--- config.mk ---
export PLATFORM = sky130hd
export DESIGN_NAME = dma_hs_responder
export DESIGN_NICKNAME = d
export VERILOG_FILES = /design/src/rtl/dma_hs_pkg.sv /design/src/rtl/dma_hs_classify.sv /design/src/rtl/dma_hs_err_mon.sv /design/src/rtl/dma_hs_fsm.sv /design/src/rtl/dma_hs_responder.sv
export SDC_FILE = /design/constraint.sdc
export NUM_CORES = 1
export LEC_CHECK = 0
export CAP_MARGIN = 25
export CORE_AREA = 2 2 39 41
export DETAILED_ROUTE_END_ITERATION = 8
export DIE_AREA = 0 0 41 43
export DONT_BUFFER_PORTS = 1
export GPL_ROUTABILITY_DRIVEN = 0
export PLACE_DENSITY = 0.47
export SETUP_SLACK_MARGIN = 0.05
export SLEW_MARGIN = 20
export SYNTH_ARGS = -nofsm -noshare
export SYNTH_HDL_FRONTEND = slang
export SYNTH_SLANG_ARGS = --single-unit
--- constraint.sdc ---
create_clock -name clk -period 1.25 [get_ports clk]
set_clock_uncertainty 0.05 [all_clocks]
set_input_delay 0.25 -clock clk [delete_from_list [all_inputs] [get_ports clk]]
set_output_delay 0.25 -clock clk [all_outputs]
set_load 0.01 [all_outputs]
--- src/rtl/dma_hs_pkg.sv ---
package dma_hs_pkg;

  typedef enum logic [2:0] {
    S_IDLE       = 3'd0,
    S_BURST_RUN  = 3'd1,
    S_SINGLE_RUN = 3'd2,
    S_ACK_HELD   = 3'd3,
    S_ACK_DROP   = 3'd4
  } hs_state_e;

endpackage

--- src/rtl/dma_hs_classify.sv ---
module dma_hs_classify (
  input  logic burst_req,
  input  logic single_req,
  input  logic single_region,
  output logic go,
  output logic go_single,
  output logic go_early
);

  logic single_ok;

  always_comb begin
    // single demand counts only inside the single-transaction region
    single_ok = single_req && single_region;
    go        = burst_req || single_ok;
    // burst always has priority over single
    go_single = !burst_req && single_ok;
    go_early  = burst_req && single_region;
  end

endmodule

--- src/rtl/dma_hs_err_mon.sv ---
module dma_hs_err_mon (
  input  logic clk,
  input  logic rst,
  input  logic active,
  input  logic match_req,
  output logic proto_err
);

  logic seen_q;
  logic err_q;

  always_ff @(posedge clk) begin
    if (rst) begin
      seen_q <= 1'b0;
      err_q  <= 1'b0;
    end else begin
      err_q <= 1'b0;
      if (!active) begin
        seen_q <= 1'b0;
      end else if (!match_req && !seen_q) begin
        err_q  <= 1'b1;
        seen_q <= 1'b1;
      end
    end
  end

  assign proto_err = err_q;


  err_pulse_chk: assert property (@(posedge clk) disable iff (rst)
    err_q |=> !err_q);


  err_cause_chk: assert property (@(posedge clk) disable iff (rst)
    err_q |-> $past(active && !match_req));

endmodule

--- src/rtl/dma_hs_fsm.sv ---
module dma_hs_fsm
  import dma_hs_pkg::*;
(
  input  logic clk,
  input  logic rst,
  input  logic burst_req,
  input  logic single_req,
  input  logic single_region,
  input  logic last_done,
  input  logic go,
  input  logic go_single,
  input  logic go_early,
  output logic start,
  output logic start_single,
  output logic start_early,
  output logic ack,
  output logic active,
  output logic match_req
);

  hs_state_e state_q;
  logic      start_q;
  logic      single_q;
  logic      early_q;
  logic      ack_q;

  always_comb begin
    match_req = single_q ? single_req : burst_req;
    active    = (state_q == S_BURST_RUN) || (state_q == S_SINGLE_RUN);
  end

  always_ff @(posedge clk) begin
    if (rst) begin
      state_q  <= S_IDLE;
      start_q  <= 1'b0;
      single_q <= 1'b0;
      early_q  <= 1'b0;
      ack_q    <= 1'b0;
    end else begin
      start_q <= 1'b0;
      case (state_q)
        S_IDLE: begin
          if (go) begin
            start_q  <= 1'b1;
            single_q <= go_single;
            early_q  <= go_early;
            state_q  <= go_single ? S_SINGLE_RUN : S_BURST_RUN;
          end
        end
        S_BURST_RUN, S_SINGLE_RUN: begin
          if (last_done) begin
            ack_q   <= 1'b1;
            state_q <= S_ACK_HELD;
          end
        end
        S_ACK_HELD: begin
          if (!match_req) state_q <= S_ACK_DROP;
        end
        S_ACK_DROP: begin
          ack_q   <= 1'b0;
          state_q <= S_IDLE;
        end
        default: state_q <= S_IDLE;
      endcase
    end
  end

  assign start        = start_q;
  assign start_single = single_q;
  assign start_early  = early_q;
  assign ack          = ack_q;


  start_pulse_chk: assert property (@(posedge clk) disable iff (rst)
    start_q |=> !start_q);


  single_region_chk: assert property (@(posedge clk) disable iff (rst)
    (start_q && single_q) |-> $past(single_region));


  early_cause_chk: assert property (@(posedge clk) disable iff (rst)
    (start_q && early_q) |-> $past(single_region && burst_req));


  ack_cause_chk: assert property (@(posedge clk) disable iff (rst)
    $rose(ack_q) |-> $past(last_done));


  ack_hold_chk: assert property (@(posedge clk) disable iff (rst)
    (state_q == S_ACK_HELD && match_req) |=> ack_q);


  start_gap_chk: assert property (@(posedge clk) disable iff (rst)
    start_q |-> $past(!ack_q));

endmodule

--- src/rtl/dma_hs_responder.sv ---
module dma_hs_responder (
  input  logic clk,
  input  logic rst,
  input  logic burst_req,
  input  logic single_req,
  input  logic single_region,
  input  logic last_done,
  output logic start,
  output logic start_single,
  output logic start_early,
  output logic ack,
  output logic proto_err
);

  logic go;
  logic go_single;
  logic go_early;
  logic active;
  logic match_req;

  dma_hs_classify u_classify (
    .burst_req     (burst_req),
    .single_req    (single_req),
    .single_region (single_region),
    .go            (go),
    .go_single     (go_single),
    .go_early      (go_early)
  );

  dma_hs_fsm u_fsm (
    .clk           (clk),
    .rst           (rst),
    .burst_req     (burst_req),
    .single_req    (single_req),
    .single_region (single_region),
    .last_done     (last_done),
    .go            (go),
    .go_single     (go_single),
    .go_early      (go_early),
    .start         (start),
    .start_single  (start_single),
    .start_early   (start_early),
    .ack           (ack),
    .active        (active),
    .match_req     (match_req)
  );

  dma_hs_err_mon u_err (
    .clk       (clk),
    .rst       (rst),
    .active    (active),
    .match_req (match_req),
    .proto_err (proto_err)
  );

endmodule

==> impl_metrics.yaml <==
synth:
  synth_top_cells_by_count: "sky130_fd_sc_hd__dfxtp_1, sky130_fd_sc_hd__a21oi_1, sky130_fd_sc_hd__nand2_1, sky130_fd_sc_hd__nor3_1"
  mappedNetlistArea_um2: 439
  yosys-top-cells-area: "sky130_fd_sc_hd__dfxtp_1, sky130_fd_sc_hd__a21oi_1, sky130_fd_sc_hd__nor3_1"
  synth_ff_type: "sky130_fd_sc_hd__dfxtp_1"
  area_leader_netlist: "sky130_fd_sc_hd__dfxtp_1"
  synth_top_family_by_area: "compound AO/OA/AOI/OAI gates"
  ys_warn_count: 0
  netlist_instances: 50
  synth-edff-count: 0
  synth.ff_latch_count: 9
  yosys.area_share.simple_pct: 22.5
  asyncSetResetFlopFracSynth_pct: 0
  netlist.area_leader.share_pct: 41.0
  synth_xor_area_share_pct: 1.99
  synth.distinct_cells: 25
  synth_compound_area_share_pct: 23.1
  synth.most_common_cell: "sky130_fd_sc_hd__dfxtp_1"
  postSynthAreaPerCell_um2: 8.78
  muxShareOfSynthArea_pct: 5.70
  synthesized_area_fraction_occupied_by_adder_cells_pct: 0
  mappedNetlistNets: 56
  synth_sequential_area_ratio_pct: 41.0
global_routing:
  grt_pass1_wl_um: 1840
  maximum_number_of_pins_on_one_net_before_global_route_repair: 8
  first_global_vias: 452
  groute.usage.overall_pct: 16.1
  globalRouteOverflowTotal: 0
  antenna_found_initial: 0
worst_setup_path:
  crit_end: "u_fsm.state_q[0]$_SDFFE_PP0P_"
  r2r.worst_path.cells: 4
  series_of_cell_instances_along_the_critical_path: "mux2_4 > a222oi_1 > buf_4 > mux2i_1"
  setup.worst_path.start: "u_fsm.start_single$_SDFFE_PP0P_"
  cp_slowest_cell: "sky130_fd_sc_hd__dfxtp_2"
  worst_setup_path_start_kind: "register"
  r2r_slack_ns: -0.14
  crit-reg2reg-capture: "u_fsm.state_q[0]$_SDFFE_PP0P_"
  cp.arrival_ns: 1.54
  r2r-start: "u_fsm.start_single$_SDFFE_PP0P_"
  worstPathRequired_ns: 1.40
  worst-path-max-fanout: 2
  path_class: "register to register"
  critical-path-max-stage-delay_ns: 0.34
  timing.critical_path.to_type: "register"
sta:
  setup-violations-final: 2
  relSlewSlack_pct: 81.4
  rsz0062_at_grt: "true"
  drv_slew: 0
  post-route-period-util_pct: 111
  timing.fmax_ghz: 0.718
  timing_hold_violations_final: 0
  min_period_ns: 1.39
  fin_ws_ns: -0.143
  tightestPinTransition_ns: 0.279
clocking:
  cts_buffers: 3
  tritoncts_num_sinks: 9
  cts_root_buffer: "sky130_fd_sc_hd__clkbuf_4"
  clock_latency_ns: 0.27
  worst_setup_hold_path_clk_slew_ns: 0.06
  htreeDepth: 1
  tritoncts_clock_tree: "done"
  clk_path_buf_depth: 2
power_and_ir_drop:
  ir_drop_mv: 0.853
  power-per-cell-area_mw_per_mm2: 2290
  leakage_nw: 0.275
  power_mw: 1.48
worst_hold_path:
  hold_class: "input port to register"
  worst_hold_launch: "rst"
outcome:
  failing_checks: "negative setup slack"
  status: "complete, but fails checks"
floorplan:
  initial_core_util_pct: 31.7
  floorplan.io_pins: 11
  die_width_um: 41
  floorplan.rows: 14
  chipHeight_um: 43
  coreArea_mm2: 0.00138
  design.die.area_mm2: 0.00176
drt:
  drc: 0
  via_per_inst: 5.45
  detail-route-antenna-nets: 0
  num_vias: 452
  wire_per_inst_um: 13.7
  dr.first_iter.drc_count: 8
  routed_wirelength_um: 1140
  first_pass_iters: 4
placed_design:
  io_buffers: 0
  dp_hpwl_um: 818
finish:
  n_antenna_cell: 0
  layout-area-overhead-vs-synth_pct: 46.7
  drive_gt1_share_pct: 43.3
  final_util_pct: 46.6
  num-nets-final: 74
run:
  drv_cap: 0
[worst min path at each step]
stage | slack, ns | endpoint | cells past startpoint
floorplan | 0.27 | u_fsm.start_early$_SDFFE_PP0P_ | 1
detailed placement | 0.27 | u_fsm.start_early$_SDFFE_PP0P_ | 1
global placement | 0.27 | u_fsm.start_single$_SDFFE_PP0P_ | 1
global route | 0.10 | u_fsm.state_q[1]$_SDFFE_PP0P_ | 2
CTS | 0.09 | u_fsm.state_q[1]$_SDFFE_PP0P_ | 2
finish | 0.09 | u_fsm.state_q[1]$_SDFFE_PP0P_ | 2
[critical path: cells and delay by family, from the launching register on]
family	cells	cell delay, ns
compound gates	1	0.28
mux	2	0.48
buf+inv	1	0.18
flops	1	0.34
[repair_timing]
| action | in CTS | in global routing |
|---|---|---|
| resized for setup | 5 | 7 |
| hold buffers | 1 | 0 |
| endpoints found under the hold margin | 5 | 0 |
| buffers inserted | 0 | 1 |
| setup endpoints to repair | 5 | 7 |
| pin swaps | 4 | 4 |
[state kept, by name, indices dropped and copies added (netlist names)]
signal              count
u_fsm.state_q           3
u_err.proto_err         1
u_err.seen_q            1
u_fsm.ack               1
u_fsm.start             1
u_fsm.start_early       1
u_fsm.start_single      1
[power breakdown]
part / switching, mW / internal, mW
registers: 0.104 / 0.383
clock network: 0.111 / 0.124
logic: 0.311 / 0.444
total: 0.525 / 0.951
[logic make-up (layout without fill, tap and decap cells)]
family | after synthesis | after routing
and+or+nand+nor | 18 | 18
AOI/OAI and AO/OA | 15 | 15
muxes | 2 | 2
buffers and inverters | 5 | 22
DFF | 9 | 9
xor gates and xnor gates | 1 | 1
[per-stage QoR]
step	setup WS (ns)	instance area (µm²)	hold slack (ns)	TNS, ns	std cells
5_1_grt	-0.182	644	0.102	-0.450	83
2_1_floorplan	-0.157	444	0.269	-0.305	50
6_report	-0.143	644	0.0947	-0.266	83
4_1_cts	-0.132	603	0.0936	-0.255	82
3_3_place_gp	-0.128	552	0.273	-0.328	77
3_5_place_dp	-0.153	552	0.273	-0.371	77
[cell type report]
type | instances | area, µm²
tap | 16 | 20.0
timing repair buffer | 16 | 130
multi-input combinational | 36 | 274
sequential | 9 | 186
fill | 141 | 739
clock buffer | 4 | 26.3
inverter | 2 | 7.51
[cell usage in the layout (no fill, tap or decap), types with 2 or more instances in the layout]
| master | instances |
|---|---|
| sky130_fd_sc_hd__dfxtp_1 | 6 |
| sky130_fd_sc_hd__clkbuf_4 | 3 |
| sky130_fd_sc_hd__nor3_2 | 2 |
| sky130_fd_sc_hd__dfxtp_2 | 2 |
| sky130_fd_sc_hd__inv_1 | 2 |
| sky130_fd_sc_hd__nor3_1 | 2 |
| sky130_fd_sc_hd__nand2_1 | 4 |
| sky130_fd_sc_hd__nor2_1 | 3 |
| sky130_fd_sc_hd__buf_6 | 2 |
| sky130_fd_sc_hd__buf_4 | 13 |
| sky130_fd_sc_hd__a21oi_1 | 5 |
| sky130_fd_sc_hd__and3b_1 | 2 |
[layer usage]
layer  GRT usage [%]  wire (µm)
met3            4.19         53
met2            24.7        584
met1            17.8        462
met4            12.0         36
met5               0          0
Power figures use the tool's default switching activity.
